$ cat src/rtl/ot_pkg.sv
package ot_pkg;
    // Quarter-degree resolution below each whole degree.
    localparam int unsigned FRAC_BITS = 2;

    typedef struct packed {
        logic act;
    } zone_st_t;

    typedef struct packed {
        logic pin;
    } therm_st_t;
endpackage

$ cat src/rtl/ot_zone_track.sv
module ot_zone_track
    import ot_pkg::*;
#(
    parameter int LW = 8,
    parameter int HW = 8,
    localparam int TW = LW + FRAC_BITS
) (
    input  logic          clk,
    input  logic          rst_n,
    input  logic [TW-1:0] temp_i,
    input  logic [LW-1:0] lim_i,
    input  logic [HW-1:0] hyst_i,
    input  logic          hold_off_i,
    output logic          above_o,
    output logic          act_nxt_o,
    output logic          act_o
);
    zone_st_t      st_d, st_q;
    logic [TW-1:0] lim_full;
    logic [TW-1:0] hyst_full;
    logic [TW-1:0] rel_thr;
    logic          drop;

    always_comb begin
        lim_full  = {lim_i, {FRAC_BITS{1'b0}}};
        hyst_full = TW'({hyst_i, {FRAC_BITS{1'b0}}});
        rel_thr   = (hyst_full > lim_full) ? '0 : (lim_full - hyst_full);
        above_o   = temp_i > lim_full;
        drop      = hold_off_i ? (temp_i < lim_full) : (temp_i < rel_thr);
        st_d      = st_q;
        st_d.act  = above_o | (st_q.act & ~drop);
    end

    always_ff @(posedge clk or negedge rst_n) begin
        if (!rst_n) st_q <= '0;
        else        st_q <= st_d;
    end

    assign act_o     = st_q.act;
    assign act_nxt_o = st_d.act;

    // an event only begins after a sample above the limit
    assert_trip_above_R1: assert property (@(posedge clk) disable iff (!rst_n)
        $rose(st_q.act) |-> $past(temp_i > lim_full));
    // no release while the temperature sits at or above the limit
    assert_release_below_lim_R3: assert property (@(posedge clk) disable iff (!rst_n)
        $fell(st_q.act) |-> $past(temp_i < lim_full));
    // in hold mode the release needs the hysteresis band cleared
    assert_release_band_R2: assert property (@(posedge clk) disable iff (!rst_n)
        ($fell(st_q.act) && !$past(hold_off_i)) |-> $past(temp_i < rel_thr));
endmodule

$ cat src/rtl/ot_duty_sel.sv
module ot_duty_sel #(
    parameter int DW = 8
) (
    input  logic          clk,
    input  logic          rst_n,
    input  logic          ovr_nxt_i,
    input  logic          use_max_i,
    input  logic [DW-1:0] max_i,
    input  logic [DW-1:0] req_i,
    output logic [DW-1:0] duty_o
);
    typedef struct packed {
        logic [DW-1:0] duty;
    } duty_st_t;

    duty_st_t st_d, st_q;

    always_comb begin
        st_d = st_q;
        if (!ovr_nxt_i)     st_d.duty = req_i;
        else if (use_max_i) st_d.duty = max_i;
        else                st_d.duty = '1;
    end

    always_ff @(posedge clk or negedge rst_n) begin
        if (!rst_n) st_q <= '0;
        else        st_q <= st_d;
    end

    assign duty_o = st_q.duty;

    // with no event the request passes through one cycle later
    assert_pass_R7: assert property (@(posedge clk) disable iff (!rst_n)
        !ovr_nxt_i |=> (duty_o == $past(req_i)));
    // full duty boost
    assert_full_R5: assert property (@(posedge clk) disable iff (!rst_n)
        (ovr_nxt_i && !use_max_i) |=> (&duty_o));
endmodule

$ cat src/rtl/ot_therm_pin.sv
module ot_therm_pin
    import ot_pkg::*;
#(
    parameter int NZONE = 3,
    localparam int SELW = $clog2(NZONE + 1)
) (
    input  logic             clk,
    input  logic             rst_n,
    input  logic [NZONE-1:0] above_i,
    input  logic [SELW-1:0]  sel_i,
    input  logic             latch_off_i,
    input  logic             ack_i,
    output logic             pin_o
);
    therm_st_t st_d, st_q;
    logic      cond;

    always_comb begin
        cond = 1'b0;
        for (int z = 0; z < NZONE; z++) begin
            if (int'(sel_i) == z) cond = above_i[z];
        end
        st_d     = st_q;
        st_d.pin = cond | (~latch_off_i & st_q.pin & ~ack_i);
    end

    always_ff @(posedge clk or negedge rst_n) begin
        if (!rst_n) st_q <= '0;
        else        st_q <= st_d;
    end

    assign pin_o = st_q.pin;

    // a latched pin survives until acknowledged
    assert_latch_hold_R10: assert property (@(posedge clk) disable iff (!rst_n)
        (pin_o && !latch_off_i && !ack_i) |=> pin_o);
    // a selected zone above its limit raises the pin
    assert_raise_R9: assert property (@(posedge clk) disable iff (!rst_n)
        (int'(sel_i) < NZONE && (|(above_i & (NZONE'(1) << sel_i)))) |=> pin_o);
    // in live mode the pin drops when the condition is absent
    assert_live_R11: assert property (@(posedge clk) disable iff (!rst_n)
        (latch_off_i && ((above_i & (NZONE'(1) << sel_i)) == '0)) |=> !pin_o);
endmodule

$ cat src/rtl/ot_fan_override.sv
module ot_fan_override
    import ot_pkg::*;
#(
    parameter int NZONE = 3,
    parameter int NCH   = 3,
    parameter int LW    = 8,
    parameter int HW    = 8,
    parameter int DW    = 8,
    localparam int TW   = LW + FRAC_BITS,
    localparam int SELW = $clog2(NZONE + 1)
) (
    input  logic                      clk,
    input  logic                      rst_n,
    input  logic [NZONE-1:0][TW-1:0]  temp_i,
    input  logic [NZONE-1:0][LW-1:0]  lim_i,
    input  logic [NZONE-1:0][HW-1:0]  hyst_i,
    input  logic                      cfg_hold_off_i,
    input  logic                      cfg_use_max_i,
    input  logic [NCH-1:0][DW-1:0]    duty_max_i,
    input  logic [NCH-1:0][DW-1:0]    duty_req_i,
    input  logic [SELW-1:0]           therm_sel_i,
    input  logic                      cfg_latch_off_i,
    input  logic                      therm_ack_i,
    output logic [NCH-1:0][DW-1:0]    duty_o,
    output logic [NZONE-1:0]          ot_status_o,
    output logic                      therm_o
);
    logic [NZONE-1:0] above;
    logic [NZONE-1:0] act_nxt;
    logic             ovr_nxt;

    for (genvar z = 0; z < NZONE; z++) begin : g_zone
        ot_zone_track #(.LW(LW), .HW(HW)) u_zone (
            .clk        (clk),
            .rst_n      (rst_n),
            .temp_i     (temp_i[z]),
            .lim_i      (lim_i[z]),
            .hyst_i     (hyst_i[z]),
            .hold_off_i (cfg_hold_off_i),
            .above_o    (above[z]),
            .act_nxt_o  (act_nxt[z]),
            .act_o      (ot_status_o[z])
        );
    end

    assign ovr_nxt = |act_nxt;

    for (genvar c = 0; c < NCH; c++) begin : g_chan
        ot_duty_sel #(.DW(DW)) u_duty (
            .clk       (clk),
            .rst_n     (rst_n),
            .ovr_nxt_i (ovr_nxt),
            .use_max_i (cfg_use_max_i),
            .max_i     (duty_max_i[c]),
            .req_i     (duty_req_i[c]),
            .duty_o    (duty_o[c])
        );
    end

    ot_therm_pin #(.NZONE(NZONE)) u_therm (
        .clk         (clk),
        .rst_n       (rst_n),
        .above_i     (above),
        .sel_i       (therm_sel_i),
        .latch_off_i (cfg_latch_off_i),
        .ack_i       (therm_ack_i),
        .pin_o       (therm_o)
    );

    // a programmed-ceiling boost lands on every channel
    assert_ceiling_R6: assert property (@(posedge clk) disable iff (!rst_n)
        (|ot_status_o && $past(cfg_use_max_i)) |-> (duty_o == $past(duty_max_i)));
    // status bits only change on the clock after an input sample
    assert_status_onehot_change_R8: assert property (@(posedge clk) disable iff (!rst_n)
        (ot_status_o == '0) |-> !$past(|act_nxt));
endmodule

$ cat config.mk
export PLATFORM = sky130hd
export DESIGN_NAME = ot_fan_override
export DESIGN_NICKNAME = d
export VERILOG_FILES = /design/src/rtl/ot_pkg.sv /design/src/rtl/ot_zone_track.sv /design/src/rtl/ot_duty_sel.sv /design/src/rtl/ot_therm_pin.sv /design/src/rtl/ot_fan_override.sv
export SDC_FILE = /design/constraint.sdc
export NUM_CORES = 1
export LEC_CHECK = 0
export BUFFER_PORTS_ARGS = -buffer_cell sky130_fd_sc_hd__clkbuf_2
export CORE_MARGIN = 2
export CORE_UTILIZATION = 44
export CTS_CLUSTER_SIZE = 30
export DETAILED_ROUTE_END_ITERATION = 12
export PLACE_DENSITY = 0.79
export SLEW_MARGIN = 5
export SYNTH_ARGS = -nofsm -noshare
export SYNTH_HDL_FRONTEND = slang
export SYNTH_SLANG_ARGS = --single-unit
$ cat constraint.sdc
create_clock -name clk -period 2 [get_ports clk]
set_input_delay 0.1 -clock clk [delete_from_list [all_inputs] [get_ports clk]]
set_output_delay 0.1 -clock clk [all_outputs]
set_load 0.03 [all_outputs]
* Word level (Yosys, flattened, before mapping)
Index checks and enable logic that the tools add are counted.
Storage, ports and cells: register bits after elaboration 28, input port bits 134, output and inout bits 28, word-level logic and storage cells 55
Cells by class: add/sub/neg operators 3, $lt $le $gt $ge 12, equality and inequality tests 2, multiplexer cells 15, bitwise gates (word level) 14, reductions and logical operators 2
Operator list (number):
- 10-bit > comparator | 6
- 10-bit less-than comparator | 6
- 8-bit two-way mux | 6
- 10-bit two-way mux | 3
- 10-bit subtractor | 3
- 1-bit two-way mux | 6
- 1-bit bitwise AND | 5
- 1-bit inverter | 5
- 2-bit == test, second input constant | 2
- 1-bit OR | 4
- 3-bit OR reduction | 1
- 2-bit zero test | 1

* Longest topological paths before layout
depth after elaboration 9, gate-level depth with buffers 19, gate-level depth less buffers 18

* By module
From an unflattened synthesis, not the netlist that was laid out.
Second synthesis, totals: cell total of the unflattened synthesis 406, area, all modules 3575.9 um^2
By module, submodules not included:
- ot_zone_track (g_zone[0].u_zone ...) | instances 2, cells an instance 113, area an instance 875.8 um^2, sequential area each 25.0 um^2
- ot_duty_sel | instances 3, cells an instance 20, area an instance 297.8 um^2, sequential area each 200.2 um^2
- ot_zone_track (g_zone[2].u_zone) | instances 1, cells an instance 114, area an instance 865.8 um^2, sequential area each 25.0 um^2
- ot_therm_pin | instances 1, cells an instance 5, area an instance 58.8 um^2, sequential area each 25.0 um^2
- ot_fan_override | instances 1, cells an instance 1, area an instance 6.3 um^2, sequential area each 0.0 um^2

* Worst setup path before layout
No wires, ideal clock.
kind input -> register, start input lim_i[8] in the netlist's numbering, end register g_chan[0].u_duty.st_q, in the netlist g_chan[0].u_duty.duty_o[1], library setup time 0.125 ns, arrival time 3.775 ns, required time 1.875 ns, path slack -1.900 ns, cell stages on the path 17, buffers on the path 1, path through inv_1 -> ha_1 -> fa_1 -> nand2b_1 -> a21oi_1 -> nor2b_1 -> o21ai_0 -> nand2_1 -> ha_1 -> a21oi_1 -> a21oi_1 -> or4_1 -> a221oi_2 -> o22ai_1 -> nor3_4 -> buf_6 -> mux2_2
RTL lines:
- start, declared | line ot_fan_override.sv:15 | input logic [NZONE-1:0][LW-1:0] lim_i,
- end signal, assigned | line ot_duty_sel.sv:27 | else st_q <= st_d;
- end, declared | line ot_duty_sel.sv:16 | duty_st_t st_d, st_q;

==> run_results.csv <==
group,metric,value,unit
critical_path,cp.arrival,3.74,ns
clocking,cts_buffers,3,
final_layout,design_area,0.00555,mm2
routing,drc,0,
outcome,violations,"setup timing",
clocking,clk_pin_slew,0.10,ns
critical_path,worstPathRequired,2.16,ns
grt,grt_max_degree,29,
critical_path,start_kind,"input pin",
critical_path,critPathSlowestCell,"or4_4",
routing,drtPass1Iterations,4,
routing,wl_per_cell,14.5,um
final_layout,antenna_cells,0,
routing,dr_total_vias,3881,
yosys,yosys.cell_types.count,45,
placed_design,gp_congestion,0.938,
critical_path,worstPathMaxFanout,6,
yosys,ys_seq_area_frac,0.201,
worst_hold_path,holdPathStages,2,
power_and_ir_drop,cellPowerDensity,501,mW/mm2
final_layout,final_layout_size_suffix_gt1_frac,0.504,
die,die_y,93.0,um
timing,setup_slack,-1.58,ns
power_and_ir_drop,combPwrFrac,0.636,
routing,wirelength,11.0,mm
critical_path,cp_cell_sequence,"clkbuf_16, inv_8, ha_4, fa_2, nand2b_4, a21oi_4, nor2b_4, o21ai_4, nand2_1, ha_1, nand4_1, a21oi_1, or4_4, a221oi_4, o22ai_2, nor3_4, buf_6, buf_12, mux2_2",
die,die_x,93.0,um
yosys,synth.top_cells.by_count,"69 x ha_1, 60 x inv_1, 34 x nand2b_1",
critical_path,cp_slowest_stage_delay,0.53,ns
yosys,syn_area,0.00348,mm2
critical_path,crit_family,"simple AND/OR/NAND/NOR gates",
power_and_ir_drop,p_sw,1110,uW
grt,first_global_vias,4081,
routing,antenna_left,0,
timing,relSlewSlack,0.522,
timing,hold_violations,0,
clocking,cts-root-buf,"clkbuf_8",
final_layout,area_delta_synth_final,59.3,%
timing,fin_crit_sh,1.79,
timing,fmax,279,MHz
worst_hold_path,min_to,"g_chan[1].u_duty.duty_o[6]",
clocking,clock_tree.buffer_depth,2,
run,drv_cap,0,
final_layout,nNetsFinal,865,
critical_path,rr_endpoint,"g_chan[1].u_duty.duty_o[2]",
final_layout,fillers,592,
yosys,synth.area.top_cells,"ha_1 25%, dfrtp_1 20%, mux2_2 7.8%, inv_1 6.5%, nand2b_1 6.1%",
timing,fin_crit,3.58,ns
timing,rsz0062_at_grt,"yes",
power_and_ir_drop,internal-power,1660,uW
worst_hold_path,hp-start,"duty_req_i[14]",
timing,tightest_slew,0.717,ns
power_and_ir_drop,clkPwrFrac,0.113,
yosys,synthArstFlopShare,1.00,
die,die_area,0.00864,mm2
timing,fin_worst_skew,0.00226,ns
critical_path,cp.depth,19,
placed_design,place_area,0.00512,mm2
critical_path,path_class,"input pin to flip-flop",
yosys,synth_top_area_share,0.248,
yosys,synth.most_common_cell,"ha_1",
power_and_ir_drop,p_seq_frac,0.251,
power_and_ir_drop,vdd_drop_max,0.513,mV
critical_path,cp-end-kind,"flip-flop",
clocking,clk_latency,0.27,ns
die,rows,32,
final_layout,multiInputGateArea,0.00286,mm2
yosys,yosys_warnings,0,
final_layout,regArea,701,um2
worst_hold_path,min_path_type,"input pin to flip-flop",
power_and_ir_drop,p_sw_frac,0.401,
timing,maxSlewViolCount,0,
clocking,clock-sinks,28,
critical_path,worstRegToRegCells,8,
clocking,ctsHtreeMaxLevel,1,
placed_design,hpwl,8.96,mm
die,core,0.00769,mm2
yosys,synthCells,412,
timing,setup_viol,27,
grt,grt_overflow,0,
yosys,synth-edff-count,0,
grt,antenna_found_initial,0,
routing,drt_iter0_markers,72,
power_and_ir_drop,leakage,0.00294,uW
yosys,synth_ff_type,"dfrtp_1",
placed_design,port_buffers,161,
die,ios,162,
die,start_util,0.453,
power_and_ir_drop,power,2780,uW
grt,track_usage,0.247,
yosys,syn_area_per_cell,8.45,um2
yosys,synth_seq_cells,28,
critical_path,reg2reg_slack,-0.05,ns
grt,grt_pass1_wl,17.4,mm
routing,routed_via_density,5.11,
critical_path,r2r_start,"g_zone[1].u_zone.act_o",
critical_path,critPathBufInv,4,
outcome,outcome,"finished with violations",
clocking,cts_tree,"yes",
yosys,syn-num-nets,618,
yosys,synth_top_area_cell,"ha_1",
worst max path at each step:
stage | start | endpoint | slack, ns
after floorplan | lim_i[16] | g_chan[0].u_duty.duty_o[1] | -1.61
after global placement | lim_i[8] | g_chan[1].u_duty.duty_o[6] | -1.88
after detailed placement | lim_i[8] | g_chan[1].u_duty.duty_o[2] | -1.96
after CTS | lim_i[8] | g_chan[0].u_duty.duty_o[0] | -1.59
after global routing | lim_i[8] | g_chan[1].u_duty.duty_o[0] | -1.72
final | lim_i[8] | g_chan[1].u_duty.duty_o[2] | -1.58
repair_timing:
item,4_1_cts,5_1_grt
endpoints found under the hold margin,28,0
gates cloned,2,0
buffers inserted,7,2
gates resized for setup,41,15
hold buffers,1,0
endpoints found under the setup margin,27,27
pin swaps,13,10
final cells by class:
class                   instances  share of cell area
repair buffers                249               0.281
well taps                     102              0.0230
multi-input cells             317               0.515
flip-flops and latches         28               0.126
clock buffers                   3             0.00744
inverters                      60              0.0465
placed cells by master (no fill, tap or decap), types with 5 or more instances in the layout:
cell type and count:
nand3_1 7, nand2_1 27, o21ai_2 5, clkbuf_2 157, inv_1 55, mux2_2 14
nand2b_1 32, a21oi_1 18, buf_4 83, ha_4 11, nor2b_1 6, dfrtp_1 28
xnor2_1 5, o21ai_0 12, ha_1 58, a21o_1 9, nor2_1 16, nand4_1 6
mux2_4 10, o21ai_1 5
cells by family after synthesis:
logic type / share of synthesized area
and+or+nand+nor: 0.191
AOI/OAI and AO/OA: 0.165
adders and majority gates: 0.265
buffers and inverters: 0.0798
DFF: 0.201
muxes: 0.0776
xor gates and xnor gates: 0.0201
through the flow:
stage / util / setup WS, ns / cells / hold slack, ns / TNS, ns
5_1_grt: 0.722 / -1.72 / 759 / 0.0416 / -42.87
4_1_cts: 0.714 / -1.59 / 758 / 0.0462 / -39.66
3_5_place_dp: 0.667 / -1.96 / 745 / 0.194 / -49.87
2_1_floorplan: - / -1.61 / 412 / -0.196 / -39.87
3_3_place_gp: 0.667 / -1.88 / 745 / 0.169 / -48.03
6_report: 0.722 / -1.58 / 759 / 0.0531 / -38.94
flip-flops by register name, indices dropped and copies added (netlist names):
name and cells:
g_zone.u_zone.act_o 3, g_chan.u_duty.duty_o 24, u_therm.pin_o 1
worst reg2reg max path, stage by stage (launching register included):
cell      delay (ns)
dfrtp_1         0.45
nand4_1         0.12
nor2_1          0.08
a221oi_4        0.30
o22ai_2         0.12
nor3_4          0.26
buf_6           0.16
buf_12          0.12
mux2_2          0.33
power by group through the flow:
stage	clock network, uW	logic [uW]	registers (uW)
5_1_grt	345	1920	710
3_5_place_dp	0	1550	707
3_3_place_gp	0	1500	704
2_1_floorplan	0	788	873
6_report	313	1770	697
4_1_cts	324	1750	697
metal layers:
layer	vias up	GRT usage	share of wire
li1	1935	-	-
met1	1773	0.277	0.38
met2	151	0.480	0.53
met3	22	0.0456	0.071
met4	0	0.0502	0.020
met5	-	0	0
(Power assumes the default switching activity.)
